===== config.mk =====
export PLATFORM = sky130hd
export DESIGN_NAME = jk_six_counter
export DESIGN_NICKNAME = d
export VERILOG_FILES = /design/src/rtl/jk_six_pkg.sv /design/src/rtl/jk_six_ctrl.sv /design/src/rtl/jk_cell.sv /design/src/rtl/jk_six_dpath.sv /design/src/rtl/jk_six_counter.sv
export SDC_FILE = /design/constraint.sdc
export NUM_CORES = 1
export LEC_CHECK = 0
export CORE_AREA = 2 2 39 41
export CTS_BUF_LIST = sky130_fd_sc_hd__clkbuf_16
export DETAILED_ROUTE_END_ITERATION = 8
export DIE_AREA = 0 0 41 43
export DONT_BUFFER_PORTS = 1
export SLEW_MARGIN = 20
export SYNTH_ARGS = -nofsm -noshare
export SYNTH_HDL_FRONTEND = slang
export SYNTH_HIERARCHICAL = 1
export SYNTH_SLANG_ARGS = --single-unit

===== constraint.sdc =====
create_clock -name clk -period 1.6 [get_ports clk]
set_input_delay 0.16 -clock clk [delete_from_list [all_inputs] [get_ports clk]]
set_output_delay 0.16 -clock clk [all_outputs]
set_load 0.05 [all_outputs]

===== src/rtl/jk_six_pkg.sv =====
package jk_six_pkg;
  localparam int STATE_W = 3;
  localparam int CYCLE_LEN = 6;

  typedef logic [STATE_W-1:0] stateT;

  typedef struct packed {
    logic clr;
    logic load;
    logic step;
  } strobeT;
endpackage


===== src/rtl/jk_six_ctrl.sv =====
module jk_six_ctrl
  import jk_six_pkg::*;
(
  input  logic   clk,
  input  logic   rst,
  input  logic   cntEn,
  input  logic   ldEn,
  output strobeT strobes
);
  // Priority decode: reset over load over count.
  always_comb begin
    strobes.clr  = rst;
    strobes.load = !rst && ldEn;
    strobes.step = !rst && !ldEn && cntEn;
  end

  // load wins over count.
  p_load_beats_count_r4: assert property (@(posedge clk) disable iff (rst)
    (ldEn && cntEn) |-> (strobes.load && !strobes.step));

  // reset wins over everything.
  p_reset_first_r1: assert property (@(posedge clk)
    rst |-> (strobes.clr && !strobes.load && !strobes.step));
endmodule


===== src/rtl/jk_cell.sv =====
module jk_cell (
  input  logic clk,
  input  logic clr,
  input  logic load,
  input  logic ldBit,
  input  logic step,
  input  logic jIn,
  input  logic kIn,
  output logic qOut
);
  logic jkNext;

  // JK behaviour: set, reset, toggle or keep.
  always_comb begin
    unique case ({jIn, kIn})
      2'b00:   jkNext = qOut;
      2'b01:   jkNext = 1'b0;
      2'b10:   jkNext = 1'b1;
      default: jkNext = !qOut;
    endcase
  end

  always_ff @(posedge clk) begin
    if (clr)       qOut <= 1'b0;
    else if (load) qOut <= ldBit;
    else if (step) qOut <= jkNext;
  end
endmodule


===== src/rtl/jk_six_dpath.sv =====
module jk_six_dpath
  import jk_six_pkg::*;
(
  input  logic   clk,
  input  logic   rst,
  input  strobeT strobes,
  input  stateT  ldVal,
  output stateT  stateQ
);
  localparam int BIT_A = STATE_W - 1;
  localparam int BIT_B = STATE_W - 2;
  localparam int BIT_C = STATE_W - 3;

  logic bitA, bitB, bitC;
  stateT jVec, kVec;

  assign bitA = stateQ[BIT_A];
  assign bitB = stateQ[BIT_B];
  assign bitC = stateQ[BIT_C];

  // Fixed excitation network.
  always_comb begin
    jVec[BIT_A] = bitB;
    kVec[BIT_A] = bitB;
    jVec[BIT_B] = bitC;
    kVec[BIT_B] = 1'b1;
    jVec[BIT_C] = !bitB;
    kVec[BIT_C] = 1'b1;
  end

  for (genvar i = 0; i < STATE_W; i++) begin : g_cell
    jk_cell u_cell (
      .clk  (clk),
      .clr  (strobes.clr),
      .load (strobes.load),
      .ldBit(ldVal[i]),
      .step (strobes.step),
      .jIn  (jVec[i]),
      .kIn  (kVec[i]),
      .qOut (stateQ[i])
    );
  end


  p_reset_zero_r1: assert property (@(posedge clk)
    strobes.clr |=> (stateQ == 3'b000));


  p_hold_r3: assert property (@(posedge clk) disable iff (rst)
    (!strobes.clr && !strobes.load && !strobes.step) |=> $stable(stateQ));


  p_load_r4: assert property (@(posedge clk) disable iff (rst)
    strobes.load |=> (stateQ == $past(ldVal)));

  // wrap from the last cycle code.
  p_wrap_r2: assert property (@(posedge clk) disable iff (rst)
    (strobes.step && stateQ == 3'b110) |=> (stateQ == 3'b000));


  p_recover_011_r5: assert property (@(posedge clk) disable iff (rst)
    (strobes.step && stateQ == 3'b011) |=> (stateQ == 3'b100));


  p_recover_111_r6: assert property (@(posedge clk) disable iff (rst)
    (strobes.step && stateQ == 3'b111) |=> (stateQ == 3'b000));


  p_stay_in_cycle_r7: assert property (@(posedge clk) disable iff (rst)
    (strobes.step && stateQ != 3'b011 && stateQ != 3'b111)
      |=> (stateQ != 3'b011 && stateQ != 3'b111));
endmodule


===== src/rtl/jk_six_counter.sv =====
module jk_six_counter
  import jk_six_pkg::*;
(
  input  logic               clk,
  input  logic               rst,
  input  logic               cntEn,
  input  logic               ldEn,
  input  logic [STATE_W-1:0] ldVal,
  output logic [STATE_W-1:0] stateOut
);
  strobeT strobes;

  jk_six_ctrl u_ctrl (
    .clk    (clk),
    .rst    (rst),
    .cntEn  (cntEn),
    .ldEn   (ldEn),
    .strobes(strobes)
  );

  jk_six_dpath u_dpath (
    .clk    (clk),
    .rst    (rst),
    .strobes(strobes),
    .ldVal  (ldVal),
    .stateQ (stateOut)
  );
endmodule


==> results.toml, run 1 <==
[sta]
hold_viol_final = 0
final_max_slew_viol_count = 0
finalSetupViolCount = 0
final.period_utilization = 0.8368
rsz0062_at_grt = "false"
clock.fmax_ghz = 0.7469
final.min_clock_period_ns = 1.339
final.setup.tns_ns = 0
tightest_slew_ns = 0.5277
finClkSkew_ns = 0.001654
relSlewSlack = 0.6475

[synth]
synth-seq-cells = 3
synth-edff-count = 0
synthMostInstantiatedCell = "inv_1"
synth_cells = 50
synth_cell_types = 13
synth_flop_cell = "dfxtp_1"
synth-warning-count = 6
netlist_area_um2 = 371.6
synth_commonest_cells = "inv_1, ha_1, nand2_1"
syn_area_per_cell_um2 = 7.432
yosysSeqAreaShare = 0.1616
synth_top_area_cell = "ha_1"
synthArstFlopShare = 0
synth_area_leaders = "ha_1, dfxtp_1, inv_1"
synth_top_area_frac = 0.2020

[worst_setup_path]
cp_max_fo = 7
critPathLaunchType = "flip-flop"
crit_required_ns = 1.75
cp.arrival_ns = 1.49
crit_path_end_kind = "flip-flop"
regToRegStartpoint = "u_dpath/g_cell[1].u_cell/qOut"
regToRegEndpoint = "u_dpath/g_cell[2].u_cell/qOut"
path_class = "reg -> reg"
r2r_cells = 5
r2r_slack_ns = 0.26

[route]
via_per_inst = 4.600
first_pass_iters = 4
postRouteWirelength_um = 689
ant_nets = 0
wl_per_cell_um = 9.843
vias = 322
first_iter_violations = 5
drc = 0

[min_path]
hold_class = "in -> reg"
min_from = "rst"
hold_depth = 1
hold_end = "u_dpath/g_cell[2].u_cell/qOut"

[outcome]
outcome = "finished, final reports clean"

[floorplan]
io_pins = 10
die_y_um = 43
die_area_um2 = 1763
die_x_um = 41
core_region_area_um2 = 1384
start_util = 0.2685
rows = 14

[placement]
place_congestion = 0.6443
dp.cells = 66
dpl.hpwl_um = 540.1
port_buffers = 0

[global_routing]
grt_antenna_before_repair = 0
grt_overflow = 0
grtUsageTotal = 0.1155
grt_pass1_vias = 332
grt_max_degree = 12
grt_pass1_wl_um = 1345

[cts]
clkTransAtPathRegs_ns = 0.03
clockBufferDepth = 2
root_buffer = "clkbuf_16"
insertion_delay_ns = 0.22
cts_resized = 0
htree_levels = 1
cts_buffers = 3
cts_tree = "done"
postCtsSetupRepairBufs = 0
hold_buffers = 0
clkSinkCount = 3

[power]
power_frac_seq = 0.156
leakagePower_nw = 0.2203
cell_internal_pwr_uw = 431.1
ir_worst_vdd_mv = 0.7635
switchingPower_uw = 123.7
pwr-share-comb = 0.139
power.density_nw_per_um2 = 1189
p_clk_frac = 0.705
p_sw_frac = 0.2229

[finish]
fin_nets = 68
regMostFlops = "u_dpath/g_cell.u_cell/qOut"
num_antenna_cells = 0
drive_gt1_frac = 0.1296
top_regs = "u_dpath/g_cell.u_cell/qOut x3"
syn_to_final_growth_pct = 25.59
fillCellCount = 154
fin_cells = 70
largest_register_ffs = 3

[job]
drv_cap = 0
[routing by layer]
layer / wire (µm) / global-route usage / up-vias
met5: 0 / 0 / -
met4: 0 / 0.06000 / 0
met3: 31 / 0.04712 / 0
met2: 363 / 0.1656 / 10
met1: 295 / 0.1415 / 144
li1: - / - / 168
[power by group through the flow]
stage / Clock, mW / Combinational (mW) / Sequential (mW)
2_1_floorplan: 0 / 0.0720 / 0.0865
3_3_place_gp: 0 / 0.0748 / 0.0877
3_5_place_dp: 0 / 0.0759 / 0.0881
4_1_cts: 0.398 / 0.0762 / 0.0869
5_1_grt: 0.407 / 0.0891 / 0.0884
6_report: 0.391 / 0.0772 / 0.0866
[worst max-delay path by stage]
stage                                     to  depth (start not counted)  slack (ns)                     startpoint
6_report       u_dpath/g_cell[2].u_cell/qOut                          5        0.26  u_dpath/g_cell[1].u_cell/qOut
5_1_grt        u_dpath/g_cell[2].u_cell/qOut                          5        0.14  u_dpath/g_cell[1].u_cell/qOut
4_1_cts        u_dpath/g_cell[2].u_cell/qOut                          5        0.25  u_dpath/g_cell[1].u_cell/qOut
3_5_place_dp   u_dpath/g_cell[2].u_cell/qOut                          5        0.25  u_dpath/g_cell[1].u_cell/qOut
3_3_place_gp   u_dpath/g_cell[2].u_cell/qOut                          5        0.29  u_dpath/g_cell[1].u_cell/qOut
2_1_floorplan  u_dpath/g_cell[2].u_cell/qOut                          5        0.33  u_dpath/g_cell[1].u_cell/qOut
[kinds of logic (layout without fill, tap and decap cells)]
kind of cell | Yosys count | in the layout | synth area share
simple gates | 14 | 14 | 0.2020
fa+ha+maj | 6 | 6 | 0.2020
other cells | 1 | 2 | 0.01009
compound gates | 9 | 9 | 0.2121
flops | 3 | 3 | 0.1616
buf+inv | 17 | 20 | 0.2121
[worst max-delay path, stage by stage (launching register included)]
cell,delay (ns)
dfxtp_1,0.41
inv_1,0.09
ha_1,0.29
nand2_1,0.05
a311o_1,0.34
o211ai_1,0.08
[cells in the final DEF, fill, tap and decap left out]
| cell type | Yosys | routed |
|---|---|---|
| nor3_1 | 3 | 3 |
| conb_1 | 1 | 2 |
| buf_4 | 4 | 3 |
| dfxtp_1 | 3 | 3 |
| nand2b_1 | 3 | 3 |
| o211ai_1 | 3 | 3 |
| nand2_1 | 6 | 6 |
| nor2b_1 | 1 | 1 |
| ha_1 | 6 | 6 |
| clkbuf_16 | 0 | 3 |
| a311o_1 | 3 | 3 |
| inv_1 | 13 | 14 |
| nor3b_2 | 1 | 1 |
| o2111ai_1 | 3 | 3 |
[per-stage QoR]
| step | util | instance area, µm² | hold WS (ns) | total power, mW | worst slack, ns |
|---|---|---|---|---|---|
| 6_report | 0.3373 | 466.7 | 0.06655 | 0.5548 | 0.2611 |
| 5_1_grt | 0.3373 | 466.7 | 0.06061 | 0.5845 | 0.1412 |
| 4_1_cts | 0.3373 | 466.7 | 0.06108 | 0.5613 | 0.2461 |
| 3_5_place_dp | 0.2803 | 387.9 | 0.2953 | 0.1639 | 0.2467 |
| 3_3_place_gp | 0.2803 | 387.9 | 0.2961 | 0.1625 | 0.2861 |
| 2_1_floorplan | - | 375.4 | 0.3295 | 0.1585 | 0.3294 |
[final cells by class]
type                    instances  area, µm²  share of cell area
clock buffers                   3      75.07              0.1609
clock inverters                 1      3.754            0.008043
well taps                      16      20.02             0.04290
multi-input cells              31      236.5              0.5067
repair buffers                  3      22.52             0.04826
flip-flops and latches          3      60.06              0.1287
inverters                      13      48.80              0.1046
No activity file was read; power rests on OpenSTA's default activity.
==> inputs of run 2 (changes only) <==
==> constraint.sdc (replaced) <==
create_clock -name clk -period 1.3 [get_ports clk]
set_input_delay 0.13 -clock clk [delete_from_list [all_inputs] [get_ports clk]]
set_output_delay 0.13 -clock clk [all_outputs]
set_load 0.05 [all_outputs]
==> run 2 against run 1 <==
Net effect:
- global-route usage down 1.4 points
- total power is 26% higher
- routed wire length up 17%
- critical path depth is the same
- cell count up 2.9%
- largest cell class unchanged
- highest routed layer is now met4
==> results.toml, run 2 (synthesis results as in run 1) <==
[finish]
top_regs = "u_dpath/g_cell.u_cell/qOut x3"
fin_cells = 72
drive_gt1_frac = 0.1964
final_cell_mix = "inv_1, nand2_1, buf_4, ha_1"
fillCellCount = 142
fin_nets = 70
regMostFlops = "u_dpath/g_cell.u_cell/qOut"
layout_commonest_cell = "inv_1"
num_antenna_cells = 0
final_util = 0.3580
largest_register_ffs = 3
design_area_um2 = 495.5
syn_to_final_growth_pct = 33.33

[global_routing]
grt_pass1_vias = 280
grtUsageTotal = 0.1014
grt_antenna_before_repair = 0
grt_pass1_wl_um = 1110
grt_max_degree = 12
grt_overflow = 0

[placement]
dpl.hpwl_um = 531.3
place_congestion = 0.7175
dp.cells = 68
placed_area_um2 = 402.9
port_buffers = 0

[cts]
clkSinkCount = 3
cts_resized = 0
clkTransAtPathRegs_ns = 0.03
insertion_delay_ns = 0.22
cts_tree = "done"
clockBufferDepth = 2
hold_buffers = 0
cts_buffers = 3
postCtsSetupRepairBufs = 0
htree_levels = 1
root_buffer = "clkbuf_16"

[route]
drc = 0
first_iter_violations = 2
ant_nets = 0
vias = 322
postRouteWirelength_um = 803
via_per_inst = 4.472
first_pass_iters = 2
wl_per_cell_um = 11.15

[floorplan]
die_y_um = 43
die_x_um = 41
die_area_um2 = 1763
io_pins = 10
rows = 14
start_util = 0.2685
core_region_area_um2 = 1384

[sta]
finalSetupViolCount = 0
final.min_clock_period_ns = 1.243
final_max_slew_viol_count = 0
final.period_utilization = 0.9559
finClkSkew_ns = 0.00003600
clock.fmax_ghz = 0.8047
hold_viol_final = 0

[worst_setup_path]
critPathLaunchType = "flip-flop"
cp.arrival_ns = 1.38
path_class = "reg -> reg"
crit_required_ns = 1.44
cp_max_fo = 4
crit_path_end_kind = "flip-flop"

[min_path]
hold_class = "in -> reg"

[power]
power.density_nw_per_um2 = 1407
leakagePower_nw = 0.2323
ir_worst_vdd_mv = 1.138

[job]
drv_cap = 0

[outcome]
outcome = "finished, final reports clean"
run 2: changes by cell type in the layout (fill, tap and decap cells not counted):
cell	change
dfxtp_1	-1
ha_1	-1
dfxtp_2	+1
buf_4	+2
ha_4	+1
run 2: where the power goes:
part / leakage (nW) / switching (mW) / internal, mW / total (mW)
clock: 0.0423 / 0.0835 / 0.397 / 0.480
sequential: 0.0250 / 0.00630 / 0.0996 / 0.106
combinational: 0.165 / 0.0673 / 0.0438 / 0.111
run 2: worst max-delay path: stages, from the launching register on:
cell and delay [ns]:
dfxtp_2 0.34, inv_1 0.09, ha_4 0.28, nand2_1 0.05
a311o_1 0.34, o211ai_1 0.08
run 2: layout make-up:
| class | instances | area, µm² | share of cell area |
|---|---|---|---|
| Tap cell | 16 | 20.02 | 0.04040 |
| Inverter | 13 | 48.80 | 0.09848 |
| Sequential cell | 3 | 61.31 | 0.1237 |
| Multi-Input combinational cell | 31 | 249.0 | 0.5025 |
| Clock buffer | 3 | 75.07 | 0.1515 |
| Clock inverter | 1 | 3.754 | 0.007576 |
| Timing Repair Buffer | 5 | 37.54 | 0.07576 |
run 2: layer usage:
layer | share of wire | global-route usage | up-vias
met5 | 0 | 0 | -
met4 | 0.010 | 0.06000 | 0
met3 | 0.073 | 0.08377 | 2
met2 | 0.53 | 0.1438 | 6
met1 | 0.38 | 0.09646 | 140
li1 | - | - | 174
run 2: worst paths after layout:
path	end	start	cells after the start	slack, ns
worst min-delay path	u_dpath/g_cell[1].u_cell/qOut	rst	1	0.04
worst min register to register	u_dpath/g_cell[2].u_cell/qOut	u_dpath/g_cell[2].u_cell/qOut	3	0.62
worst max register to register	u_dpath/g_cell[2].u_cell/qOut	u_dpath/g_cell[1].u_cell/qOut	5	0.06
worst max-delay path	u_dpath/g_cell[2].u_cell/qOut	u_dpath/g_cell[1].u_cell/qOut	5	0.06
run 2: stage by stage:
| stage | power (mW) | TNS (ns) | hold slack, ns | worst slack [ns] |
|---|---|---|---|---|
| after detailed placement | 0.2066 | 0 | 0.2754 | 0.03515 |
| after floorplan | 0.1951 | 0 | 0.2995 | 0.02939 |
| after CTS | 0.6921 | 0 | 0.04461 | 0.02644 |
| final | 0.6971 | 0 | 0.04303 | 0.05730 |
| after global routing | 0.7303 | -0.02035 | 0.05105 | -0.02035 |
| after global placement | 0.2044 | 0 | 0.2654 | 0.04290 |
